===== src/rtl/addr_port_mux.sv =====
module addr_port_mux #(
  parameter int AW = 16,
  parameter int DW = 8,
  parameter logic [AW-1:0] BASE = 16'h0200,
  parameter int LO_BIT = 3,
  parameter int HI_BIT = 4
) (
  input  logic          clk,
  input  logic          rst,
  input  logic          ea_int,
  input  logic          ale,
  input  logic [DW-1:0] lo_addr,
  input  logic [DW-1:0] hi_addr,
  input  logic          compat_sel,
  input  logic          port_gate,
  input  logic          mem_sel_n,
  input  logic [AW-1:0] bus_addr,
  input  logic [DW-1:0] bus_wdata,
  input  logic          bus_wr,
  input  logic          bus_rd,
  output logic [DW-1:0] bus_rdata,
  output logic [DW-1:0] lo_port,
  output logic [DW-1:0] hi_port
);
  localparam logic [AW-1:0] A_CFG = BASE;
  localparam logic [AW-1:0] A_LO  = BASE + 1'b1;
  localparam logic [AW-1:0] A_HI  = BASE + 2'd2;

  logic          mode_lo, mode_hi;
  logic [DW-1:0] lo_reg, hi_reg, lo_latch;
  logic          acc_ok, lo_am, hi_am;

  assign acc_ok = compat_sel ? (!mem_sel_n && ea_int) : port_gate;
  assign lo_am  = !ea_int || mode_lo;
  assign hi_am  = !ea_int || mode_hi;

  always_ff @(posedge clk) begin
    if (rst) begin
      mode_lo <= 1'b0;
      mode_hi <= 1'b0;
      lo_reg  <= '0;
      hi_reg  <= '0;
    end else if (bus_wr && acc_ok) begin
      if (bus_addr == A_CFG) begin
        mode_lo <= bus_wdata[LO_BIT];
        mode_hi <= bus_wdata[HI_BIT];
      end
      if (bus_addr == A_LO) lo_reg <= bus_wdata;
      if (bus_addr == A_HI) hi_reg <= bus_wdata;
    end
  end

  always_ff @(posedge clk) begin
    if (rst)      lo_latch <= '0;
    else if (ale) lo_latch <= lo_addr;
  end

  assign lo_port = lo_am ? lo_latch : lo_reg;
  assign hi_port = hi_am ? hi_addr : hi_reg;

  always_comb begin
    bus_rdata = '0;
    if (bus_rd && acc_ok) begin
      if (bus_addr == A_CFG) begin
        bus_rdata[LO_BIT] = mode_lo;
        bus_rdata[HI_BIT] = mode_hi;
      end
      if (bus_addr == A_LO) bus_rdata = lo_reg;
      if (bus_addr == A_HI) bus_rdata = hi_reg;
    end
  end

  assert_gp_write_R2: assert property (@(posedge clk) disable iff (rst)
    (bus_wr && acc_ok && bus_addr == A_HI && ea_int) ##1 (ea_int && !mode_hi)
      |-> hi_port == $past(bus_wdata));

  assert_ea_force_R5: assert property (@(posedge clk) disable iff (rst)
    !ea_int |-> hi_port == hi_addr);

  assert_ale_capture_R4: assert property (@(posedge clk) disable iff (rst)
    (ale && lo_am) |=> (!lo_am || lo_port == $past(lo_addr)));

  assert_ale_hold_R4: assert property (@(posedge clk) disable iff (rst)
    (!ale && lo_am) |=> (!lo_am || $stable(lo_port)));

  assert_blocked_write_R9: assert property (@(posedge clk) disable iff (rst)
    (bus_wr && !acc_ok) |=> ($stable(lo_reg) && $stable(hi_reg) && $stable(mode_lo) && $stable(mode_hi)));

  assert_blocked_read_R9: assert property (@(posedge clk) disable iff (rst)
    (bus_rd && !acc_ok) |-> bus_rdata == '0);

  assert_cfg_read_R6: assert property (@(posedge clk) disable iff (rst)
    (bus_rd && acc_ok && bus_addr == A_CFG) |-> ((bus_rdata & ~8'h18) == '0));
endmodule


===== config.mk =====
export PLATFORM = sky130hd
export DESIGN_NAME = addr_port_mux
export DESIGN_NICKNAME = d
export VERILOG_FILES = /design/src/rtl/addr_port_mux.sv
export SDC_FILE = /design/constraint.sdc
export NUM_CORES = 1
export LEC_CHECK = 0
export BUFFER_PORTS_ARGS = -buffer_cell sky130_fd_sc_hd__clkbuf_2
export CAP_MARGIN = 20
export CORE_UTILIZATION = 41
export CTS_CLUSTER_DIAMETER = 60
export DETAILED_ROUTE_END_ITERATION = 6
export GPL_ROUTABILITY_DRIVEN = 1
export PLACE_DENSITY = 0.76
export SLEW_MARGIN = 20
export SYNTH_ARGS = -nofsm -noshare
export SYNTH_HDL_FRONTEND = slang
export SYNTH_SLANG_ARGS = --single-unit

===== constraint.sdc =====
create_clock -name clk -period 1.22 [get_ports clk]
set_input_delay 0.061 -clock clk [delete_from_list [all_inputs] [get_ports clk]]
set_output_delay 0.061 -clock clk [all_outputs]
set_load 0.01 [all_outputs]

== Word level (Yosys, flattened, before mapping) ==
Index checks and enable logic that the tools add are counted.

* Output and inout bits: 24
* Flip-flop bits (word level): 26
* Word-level logic and storage cells: 25

* Equal/unequal tests: 3
* Multiplexer cells: 7
* Reduce and logical (&&, ||, !) cells: 10

{| class="wikitable"
|+ Operators with widths
! operator !! number
|-
| $eq A16 B10 Y1 const B || 3
|-
| $mux W8 || 5
|-
| $reduce_and A2 Y1 || 3
|-
| $logic_and A1 B1 Y1 || 3
|-
| $logic_not A1 Y1 || 2
|-
| $logic_or A1 B1 Y1 || 2
|-
| $mux W2 || 1
|-
| $mux W1 || 1
|}

== Depth between registers and ports, before layout ==
* Depth in word-level cells: 5
* Depth in mapped cells: 6

== Least setup slack after synthesis ==
OpenSTA, ideal clock, no wires.

* Path type: input port to output port
* Start: in bus_addr[13]
* End: out bus_rdata[0]
* Data arrival time: 1.111 ns
* Cell stages on the path: 5
* Path buffers: 1
* Setup slack: 0.048 ns
* Required time: 1.159 ns
* Path through: nor4_2 -> o2111a_1 -> buf_4 -> nand4_2 -> nor2_1

* Cells in the longest elaborated chain, start to end: 4
* Elaborated cells on any way between the ends: 5

{| class="wikitable"
|+ Ends and longest elaborated chain
! element !! RTL line !! text
|-
| start: declaration || 17 || <nowiki>input logic [AW-1:0] bus_addr,</nowiki>
|-
| $eq A16 B10 Y1 || 68 || <nowiki>if (bus_addr == A_LO) bus_rdata = lo_reg;</nowiki>
|-
| $mux W8 || 68 ||
|-
| $mux W8 (*) || 69 || <nowiki>if (bus_addr == A_HI) bus_rdata = hi_reg;</nowiki>
|-
| $mux W8 (*) || 63 || <nowiki>if (bus_rd && acc_ok) begin</nowiki>
|-
| end: declaration || 21 || <nowiki>output logic [DW-1:0] bus_rdata,</nowiki>
|}

Mark *: on every way between the ends. The rest lies on a longest branch, timed or not.

== Worst setup path in the final report ==
* Start: reg mode_lo
* End: out lo_port[1]

* Cells in the longest elaborated chain, start to end: 2

{| class="wikitable"
|+ Ends and longest elaborated chain
! element !! RTL line !! text
|-
| start: declaration || 29 || <nowiki>logic mode_lo, mode_hi;</nowiki>
|-
| start signal: assignment || 45 || <nowiki>mode_lo <= bus_wdata[LO_BIT];</nowiki>
|-
| $logic_or A1 B1 Y1 || 34 || <nowiki>assign lo_am = !ea_int || mode_lo;</nowiki>
|-
| $mux W8 || 58 || <nowiki>assign lo_port = lo_am ? lo_latch : lo_reg;</nowiki>
|-
| end: declaration || 22 || <nowiki>output logic [DW-1:0] lo_port,</nowiki>
|}

No other way between the ends.

==> impl_metrics.env <==
export IMPL_synth_seq_cells=26
export IMPL_rsz0062_at_grt="true"
export IMPL_cts_tree="done"
export IMPL_slew_headroom_pct=71.7
export IMPL_hold_class="input pin to register"
export IMPL_vias=1592
export IMPL_antenna_found_initial=0
export IMPL_ir_drop_uv=737
export IMPL_crit_path_max_incr_delay_ns=0.35
export IMPL_antenna_left=0
export IMPL_die_h_um=61.5
export IMPL_synth_top_cell_area_share_pct=35.9
export IMPL_pwr_share_seq_pct=54.8
export IMPL_synth_seq_area_share_pct=35.9
export IMPL_pwr_share_comb_pct=22.7
export IMPL_drt_initial_drc_count=59
export IMPL_fin_hold_ws_ns=0.0175
export IMPL_p_per_area_nw_per_um2=693
export IMPL_postSynthAreaPerCell_um2=8.80
export IMPL_status="finished with violations"
export IMPL_cts_root_buf="clkbuf_4"
export IMPL_die_width_um=61.5
export IMPL_clk_latency_ns=0.31
export IMPL_synth_area_leaders="dfxtp_1 (36%), mux2_2 (12%), mux2i_1 (8.3%), a21oi_1 (6.2%), nand3_1 (5.5%)"
export IMPL_layout_commonest_cell="clkbuf_2"
export IMPL_cp_start_kind="register"
export IMPL_cp_required_ns=1.16
export IMPL_period_needed_ns=1.47
export IMPL_drc=0
export IMPL_gp_congestion=0.856
export IMPL_period_share_pct=120
export IMPL_area_delta_synth_final_pct=58.3
export IMPL_cpMaxStageDelayCell="dfxtp_2"
export IMPL_mostFrequentLayoutCells="clkbuf_2 (53), dfxtp_1 (24), a21oi_1 (18)"
export IMPL_num_rows=21
export IMPL_ys_warn_count=0
export IMPL_core_um2=3360
export IMPL_io_buffers=72
export IMPL_hpwl_um=2880
export IMPL_sw_frac_of_total_pct=25.1
export IMPL_grt_pass1_vias=1361
export IMPL_grt_usage_pct=21.0
export IMPL_cp_max_fo=8
export IMPL_path_cells="nor2b_2 > buf_6 > mux2_4 > buf_6"
export IMPL_layout_setup_ws_ns=-0.250
export IMPL_routed_wl_um=4150
export IMPL_critPathCaptureType="primary output"
export IMPL_finalClockSkew_ns=0
export IMPL_cts_max_path_buffers=2
export IMPL_drv_cap=0
export IMPL_cp_common_cell="buf_6"
export IMPL_violations="negative setup slack"
export IMPL_slew_viol_final=0
export IMPL_num_nets_final=309
export IMPL_synth_nets=214
export IMPL_worst_endpoint_arrival_ns=1.41
export IMPL_grt_pass1_wl_um=5860
export IMPL_switching_power_mw=0.400
export IMPL_die_area_um2=3780
export IMPL_p_int_mw=1.19
export IMPL_ys_types=24
export IMPL_layout_drive_gt1_share_pct=46.5
export IMPL_synth_cells=165
export IMPL_cts_sinks=26
export IMPL_grt_max_degree=24
export IMPL_setup_violations=19
export IMPL_numCtsBuffers=3
export IMPL_n_antenna_cell=0
export IMPL_fmax_mhz=680
export IMPL_finalSetupTns_ns=-3.57
export IMPL_synth_area_um2=1450
export IMPL_drt_first_pass_iters=5
export IMPL_start_util_pct=43.2
export IMPL_hold_viol=0
export IMPL_clk_pin_slew_ns=0.13
export IMPL_cellLeakagePower_nw=1.02
export IMPL_vias_per_cell=5.24
export IMPL_synth_largest_area_cell="dfxtp_1"
export IMPL_cts_htree_levels=1
export IMPL_pwr_share_clk_pct=22.5
export IMPL_path_class="register to primary output"
export IMPL_worst_slew_pin_slew_ns=0.422
export IMPL_wl_per_cell_um=13.6
export IMPL_globalRouteOverflowTotal=0
export IMPL_pin_count=73
-- synthesized netlist by cell type --
library cell	count
clkbuf_1	7
buf_2	3
inv_1	1
a21oi_1	18
a22oi_1	6
mux2i_1	12
nand4_1	3
nand2b_1	5
and4_1	2
o21ai_0	11
nor2b_1	4
dfxtp_1	26
clkbuf_2	1
nor4_4	2
and3b_1	1
o2111ai_2	1
buf_4	2
nor4_2	1
nand4_2	1
nor2_1	20
mux2_2	16
nand3_1	16
o21ai_1	5
o2111a_1	1
-- power groups by stage --
stage	clock network (mW)	registers (mW)	logic (mW)
global route	0.395	0.874	0.387
global placement	0	0.890	0.268
floorplan	0	0.888	0.123
finish	0.358	0.872	0.361
CTS	0.360	0.872	0.327
detailed placement	0	0.891	0.273
-- cells by family (layout without fill, tap and decap cells) --
kind of cell           Yosys count  count (layout)  share of synthesized area [%]
AOI/OAI and AO/OA               42              42                           16.6
muxes                           28              28                           20.7
and+or+nand+nor                 55              55                           22.3
buffers and inverters           14             107                           4.48
DFF                             26              26                           35.9
-- through the flow --
step	power [mW]	worst slack [ns]	instances	util, %	cell area [um2]
after detailed placement	1.16	-0.132	285	57.8	1950
after floorplan	1.01	0.0480	165	-	1450
after global placement	1.16	-0.0962	285	57.8	1950
after CTS	1.56	-0.242	302	65.1	2190
final	1.59	-0.250	304	68.3	2300
after global routing	1.66	-0.308	304	68.3	2300
-- routing by layer --
layer / up-vias / GRT usage, % / routed length [um]
met2: 73 / 35.8 / 2060
met4: 0 / 6.35 / 42
li1: 789 / - / -
met3: 6 / 4.83 / 284
met5: - / 0 / 0
met1: 724 / 26.5 / 1760
-- final timing paths --
| kind | from | endpoint | slack, ns | depth (start not counted) |
|---|---|---|---|---|
| worst max-delay path | mode_lo$_SDFFE_PP0P_ | lo_port[1] | -0.25 | 4 |
| worst min-delay path | lo_addr[2] | lo_latch[2]$_SDFFE_PP0P_ | 0.02 | 3 |
| worst max register to register | lo_reg[0]$_SDFFE_PP0P_ | lo_reg[0]$_SDFFE_PP0P_ | 0.51 | 2 |
| worst min register to register | hi_reg[7]$_SDFFE_PP0P_ | hi_reg[7]$_SDFFE_PP0P_ | 0.50 | 2 |
-- repair_timing --
| item | 4_1_cts | 5_1_grt |
|---|---|---|
| gates cloned | 0 | 0 |
| resized for setup | 25 | 35 |
| endpoints found under the setup margin | 24 | 24 |
| setup buffers | 2 | 0 |
| pin swaps | 4 | 6 |
| hold buffers | 13 | 2 |
| hold endpoints to repair | 18 | 3 |
-- layout make-up --
| cell class | instances | area [um2] |
|---|---|---|
| Fill cell | 291 | 1070 |
| Multi-Input combinational cell | 125 | 962 |
| Timing Repair Buffer | 103 | 728 |
| Sequential cell | 26 | 523 |
| Tap cell | 46 | 57.6 |
| Clock buffer | 3 | 22.5 |
| Inverter | 1 | 3.75 |
-- worst max-delay path, delay by kind of cell, from the launching register on --
kind	cells	cell delay, ns
and+or+nand+nor	1	0.13
muxes	1	0.32
DFF	1	0.35
buffers and inverters	2	0.29
No activity file was read; power rests on OpenSTA's default activity.
